$ cat src/rtl/dsp_pkg.sv
package dsp_pkg;
    typedef enum logic {
        PH_SELECT = 1'b0,
        PH_DATA   = 1'b1
    } phase_e;
endpackage

$ cat src/rtl/dsp_reset_gen.sv
module dsp_reset_gen (
    input  logic por_n,
    input  logic tst_comp_en,
    input  logic dbg_lock,
    output logic dbg_rst_n
);
    // any one source holds the whole debug domain in reset
    assign dbg_rst_n = por_n & tst_comp_en & ~dbg_lock;
endmodule

$ cat src/rtl/dsp_ctrl.sv
module dsp_ctrl
    import dsp_pkg::*;
#(
    parameter int IDX_W = 7,
    localparam int SEL_W = IDX_W + 1
) (
    input  logic             tck,
    input  logic             rst_n,
    input  logic             instr_dbg,
    input  logic             upd_dr,
    input  logic [SEL_W-1:0] sel_bits,
    output phase_e           phase_q,
    output logic [IDX_W-1:0] idx_q,
    output logic             dir_q,
    output logic             wr_en
);
    phase_e phase_d;

    // state register
    always_ff @(posedge tck or negedge rst_n) begin
        if (!rst_n) phase_q <= PH_SELECT;
        else        phase_q <= phase_d;
    end

    // transitions
    always_comb begin
        phase_d = phase_q;
        if (!instr_dbg) begin
            phase_d = PH_SELECT;                 // ANY_TO_SELECT
        end else if (upd_dr) begin
            unique case (phase_q)
                PH_SELECT: phase_d = PH_DATA;    // SELECT_TO_DATA
                PH_DATA:   phase_d = PH_SELECT;  // DATA_TO_SELECT
                default:   phase_d = PH_SELECT;
            endcase
        end
    end

    // select latch: bit 0 is direction, upper bits the index
    always_ff @(posedge tck or negedge rst_n) begin
        if (!rst_n) begin
            idx_q <= '0;
            dir_q <= 1'b0;
        end else if (instr_dbg && upd_dr && phase_q == PH_SELECT) begin
            idx_q <= sel_bits[SEL_W-1:1];
            dir_q <= sel_bits[0];
        end
    end

    // outputs
    always_comb begin
        wr_en = 1'b0;
        unique case (phase_q)
            PH_SELECT: wr_en = 1'b0;
            PH_DATA:   wr_en = instr_dbg & upd_dr & dir_q;
            default:   wr_en = 1'b0;
        endcase
    end
endmodule

$ cat src/rtl/dsp_shifter.sv
module dsp_shifter
    import dsp_pkg::*;
#(
    parameter int DATA_W = 32,
    parameter int SEL_W  = 8
) (
    input  logic              tck,
    input  logic              rst_n,
    input  logic              en,
    input  phase_e            phase,
    input  logic              cap_dr,
    input  logic              shf_dr,
    input  logic              tdi,
    input  logic [DATA_W-1:0] cap_val,
    output logic [DATA_W-1:0] sr_q,
    output logic              tdo
);
    always_ff @(posedge tck or negedge rst_n) begin
        if (!rst_n) begin
            sr_q <= '0;
        end else if (en) begin
            if (cap_dr) begin
                sr_q <= (phase == PH_DATA) ? cap_val : '0;
            end else if (shf_dr) begin
                if (phase == PH_DATA)
                    sr_q <= {tdi, sr_q[DATA_W-1:1]};
                else
                    sr_q[SEL_W-1:0] <= {tdi, sr_q[SEL_W-1:1]};
            end
        end
    end

    assign tdo = rst_n & en & shf_dr & sr_q[0];
endmodule

$ cat src/rtl/dsp_regbank.sv
module dsp_regbank #(
    parameter int NUM_REGS = 4,
    parameter int DATA_W   = 32,
    parameter int IDX_W    = 7
) (
    input  logic                       tck,
    input  logic                       rst_n,
    input  logic                       wr_en,
    input  logic [IDX_W-1:0]           idx,
    input  logic [DATA_W-1:0]          wdata,
    output logic [DATA_W-1:0]          rdata,
    output logic [NUM_REGS*DATA_W-1:0] regs_flat
);
    logic [DATA_W-1:0] regs_q [NUM_REGS];

    for (genvar g = 0; g < NUM_REGS; g++) begin : g_reg
        always_ff @(posedge tck or negedge rst_n) begin
            if (!rst_n)
                regs_q[g] <= '0;
            else if (wr_en && idx == IDX_W'(g))
                regs_q[g] <= wdata;
        end
        assign regs_flat[g*DATA_W +: DATA_W] = regs_q[g];
    end

    // unmapped indices fall through to zero
    always_comb begin
        rdata = '0;
        for (int i = 0; i < NUM_REGS; i++)
            if (idx == IDX_W'(i)) rdata = regs_q[i];
    end
endmodule

$ cat src/rtl/dbg_scan_port.sv
module dbg_scan_port
    import dsp_pkg::*;
#(
    parameter int NUM_REGS = 4,
    parameter int DATA_W   = 32,
    parameter int IDX_W    = 7
) (
    input  logic tck,
    input  logic por_n,
    input  logic tst_comp_en,
    input  logic dbg_lock,
    input  logic instr_dbg,
    input  logic cap_dr,
    input  logic shf_dr,
    input  logic upd_dr,
    input  logic tdi,
    output logic tdo,
    output logic dbg_rst_n
);
    localparam int SEL_W = IDX_W + 1;

    phase_e                     phase_q;
    logic [IDX_W-1:0]           idx_q;
    logic                       dir_q;
    logic                       wr_en;
    logic [DATA_W-1:0]          sr_q;
    logic [DATA_W-1:0]          rdata;
    logic [NUM_REGS*DATA_W-1:0] regs_flat;

    dsp_reset_gen u_rst (
        .por_n       (por_n),
        .tst_comp_en (tst_comp_en),
        .dbg_lock    (dbg_lock),
        .dbg_rst_n   (dbg_rst_n)
    );

    dsp_ctrl #(.IDX_W(IDX_W)) u_ctrl (
        .tck       (tck),
        .rst_n     (dbg_rst_n),
        .instr_dbg (instr_dbg),
        .upd_dr    (upd_dr),
        .sel_bits  (sr_q[SEL_W-1:0]),
        .phase_q   (phase_q),
        .idx_q     (idx_q),
        .dir_q     (dir_q),
        .wr_en     (wr_en)
    );

    dsp_shifter #(.DATA_W(DATA_W), .SEL_W(SEL_W)) u_shf (
        .tck     (tck),
        .rst_n   (dbg_rst_n),
        .en      (instr_dbg),
        .phase   (phase_q),
        .cap_dr  (cap_dr),
        .shf_dr  (shf_dr),
        .tdi     (tdi),
        .cap_val (rdata),
        .sr_q    (sr_q),
        .tdo     (tdo)
    );

    dsp_regbank #(.NUM_REGS(NUM_REGS), .DATA_W(DATA_W), .IDX_W(IDX_W)) u_bank (
        .tck       (tck),
        .rst_n     (dbg_rst_n),
        .wr_en     (wr_en),
        .idx       (idx_q),
        .wdata     (sr_q),
        .rdata     (rdata),
        .regs_flat (regs_flat)
    );
endmodule

$ cat config.mk
export PLATFORM = sky130hd
export DESIGN_NAME = dbg_scan_port
export DESIGN_NICKNAME = d
export VERILOG_FILES = /design/src/rtl/dsp_pkg.sv /design/src/rtl/dsp_reset_gen.sv /design/src/rtl/dsp_ctrl.sv /design/src/rtl/dsp_shifter.sv /design/src/rtl/dsp_regbank.sv /design/src/rtl/dbg_scan_port.sv
export SDC_FILE = /design/constraint.sdc
export NUM_CORES = 1
export LEC_CHECK = 0
export BUFFER_PORTS_ARGS = -buffer_cell sky130_fd_sc_hd__buf_2
export CORE_UTILIZATION = 50
export CTS_CLUSTER_SIZE = 28
export DETAILED_ROUTE_END_ITERATION = 8
export PLACE_DENSITY = 0.66
export SYNTH_ARGS = -nofsm -noshare
export SYNTH_HDL_FRONTEND = slang
export SYNTH_SLANG_ARGS = --single-unit
$ cat constraint.sdc
create_clock -name tck -period 33.4 [get_ports tck]
set_clock_uncertainty 0.2 [all_clocks]
set_input_delay 1.67 -clock tck [delete_from_list [all_inputs] [get_ports tck]]
set_output_delay 1.67 -clock tck [all_outputs]
set_load 0.01 [all_outputs]
==> metrics.txt <==
run status completed; vias after detailed routing 4506; final core occ 56.2%; Hold Fails Final Rpt 0; synth warn 0; P&R area growth vs syn 9.58%; crit path capture type output pin; RR Endpoint u_bank.regs_flat[107]; worst path required time 31.53 ns; Post-CTS Resized 0; leakage 0.00414 uW; WP data arrival 2.77 ns; vias in the first global route 4869; Port Buffers 10; Core Area 0.0152 mm2; clock buffer depth 2; # H-tree levels 4; share of cells above drive strength 1 40.0%; Min Clock Period, post-route 4.64 ns; Detailed Routing Iterations Pass 1 4; FF-to-FF setup slack 30.22 ns; Slew Limit Fails 0; Hold Path Origin u_bank.regs_flat[36]; DP Wirelength 8620 um; PD cells 48.1 mW/mm2; crit share post-route 13.9%; clk slew on worst S/H paths 0.06 ns; post-CTS setup buffer count 0; Die Span X 127 um; Die Y 127 um; # hold bufs at CTS 0; Antenna Nets Post-Route 0; post-synth cell types 33; CTS Sinks 169; DIE AREA 0.0161 mm2; Worst-Skew Late Latency 0.43 ns; initial DRC count 343; WL final 16200 um; worst vdd ir 0.0367 mV; hold path endpoint u_bank.regs_flat[36]; fmax 216 MHz; pin count of the biggest net entering global routing 61; CP Max Fanout 55; initial core utilization 51.3%; first-pass GRT wire length 26800 um; Yosys reg bits 169; WS Path Type in -> out; unrepaired setup endpoints after global routing false; CP Launch Point por_n; FILL cells 1228; Worst Max-Slew Pin Slew 1.08 ns; CTS buffer count 17; Worst Slack Setup Final 28.76 ns; Hold Crit Class reg -> reg; synthesized cell area 0.00779 mm2; Worst R2R Start u_ctrl.idx_q[1]; Final Setup Violations 0; IO Pins 11; post-synthesis cell count 552; CTS tree built; # nets final 564; MaxCap Viol Count 0; diodes inserted 0; dpl ws 28.73 ns; syn_area_per_cell 14.1 um2; syn_nets 561; Critical Path Start Type primary input; site row count 45; reg2reg path depth 4; routability cong. 0.760; Hold Crit Depth 1; DR vias/cell 5.96; total track usage 22.0%; drt drc 0; antenna violations before repair 0; Slew headroom 28.1%; setup tns final 0 ns; grt total ovfl 0; Seq/Total Area, Yosys 54.3%; WL/cell 21.4 um; CTS Root Cell clkbuf_16
## critical path, cell delays in order
cell and delay (ns):
buf_2 0.07, nand2_1 0.09, nor2_4 0.08, buf_4 0.56, buf_2 0.26
## where the power goes
| part | total [uW] | switching, uW | internal, uW |
|---|---|---|---|
| logic | 12.4 | 8.56 | 3.82 |
| registers | 208 | 1.90 | 206 |
| clock network | 191 | 86.8 | 104 |
| total | 411 | 97.2 | 314 |
## cell usage after synthesis
cell type	count	share of area [%]
a211o_1	1	0.11
a21o_1	1	0.096
a22oi_1	8	0.77
and2_1	1	0.080
buf_1	3	0.14
buf_2	6	0.39
buf_4	6	0.58
buf_6	6	0.87
clkbuf_1	16	0.77
dfrtp_1	169	54
inv_1	1	0.048
mux2_1	5	0.72
mux2_2	103	15
mux2_4	60	12
mux2i_1	23	3.0
mux4_2	1	0.29
nand2_1	5	0.24
nand2b_2	1	0.11
nand3_1	1	0.064
nand3b_1	1	0.096
nand4_1	2	0.16
nor2_1	34	1.6
nor2b_1	24	1.9
nor3_2	2	0.26
nor3b_1	1	0.096
nor4_4	3	0.82
nor4b_1	2	0.22
o21ai_1	1	0.064
o22ai_1	31	2.5
o31ai_1	31	3.0
or2_2	1	0.080
or3b_2	1	0.11
xor2_1	1	0.11
## worst max-delay path by stage
stage | slack (ns) | cells past startpoint | to
floorplan | 21.22 | 2 | u_bank.regs_flat[0]
global placement | 28.76 | 5 | dbg_rst_n
detailed placement | 28.73 | 5 | dbg_rst_n
CTS | 28.72 | 5 | dbg_rst_n
global route | 28.60 | 5 | dbg_rst_n
finish | 28.76 | 5 | dbg_rst_n
## registers in the layout (all words and copies together) (netlist names)
signal	count
u_shf.sr_q	32
u_bank.regs_flat	128
u_ctrl.idx_q	7
u_ctrl.dir_q	1
u_ctrl.phase_q	1
## area by class of cell
type / count / area, um2 / area share, %
inverter: 1 / 3.75 / 0.0439
clock inverter: 15 / 146 / 1.71
sequential: 169 / 4230 / 49.5
tap: 188 / 235 / 2.75
timing repair buffer: 21 / 133 / 1.55
clock buffer: 17 / 425 / 4.98
multi-input combinational: 345 / 3370 / 39.4
## per-stage QoR
| step | power [uW] | cell area, um2 | std cells | hold slack [ns] |
|---|---|---|---|---|
| after floorplan | 220 | 7790 | 552 | 0.253 |
| after global placement | 224 | 7970 | 724 | 0.264 |
| after detailed placement | 224 | 7970 | 724 | 0.276 |
| after CTS | 414 | 8540 | 756 | 0.291 |
| after global routing | 424 | 8540 | 756 | 0.308 |
| final | 411 | 8540 | 756 | 0.289 |
## cell families after synthesis
kind of cell / share of synthesized area, %
muxes: 30.4
DFF: 54.3
and+or+nand+nor: 5.91
AOI/OAI and AO/OA: 6.52
buffers and inverters: 2.79
xor gates and xnor gates: 0.112
## layout by cell type (no fill, tap or decap), types with 7 or more instances in the layout
cell and n:
dfrtp_1 168, mux2_2 103, mux2_4 60, nor2_1 33, o22ai_1 31, o31ai_1 31
nor2b_1 24, mux2i_1 23, clkbuf_16 17, buf_4 11, buf_2 10, a22oi_1 8
clkinv_4 7
## layer usage
metal	part of all wire (%)	wire length, um	track usage (%)	vias up
met5	0	0	0	-
met4	1.6	262	9.45	0
met3	3.2	522	4.01	23
met2	48	7740	34.5	88
met1	47	7680	30.4	2373
li1	-	-	-	2022
No activity file was read; power rests on OpenSTA's default activity.
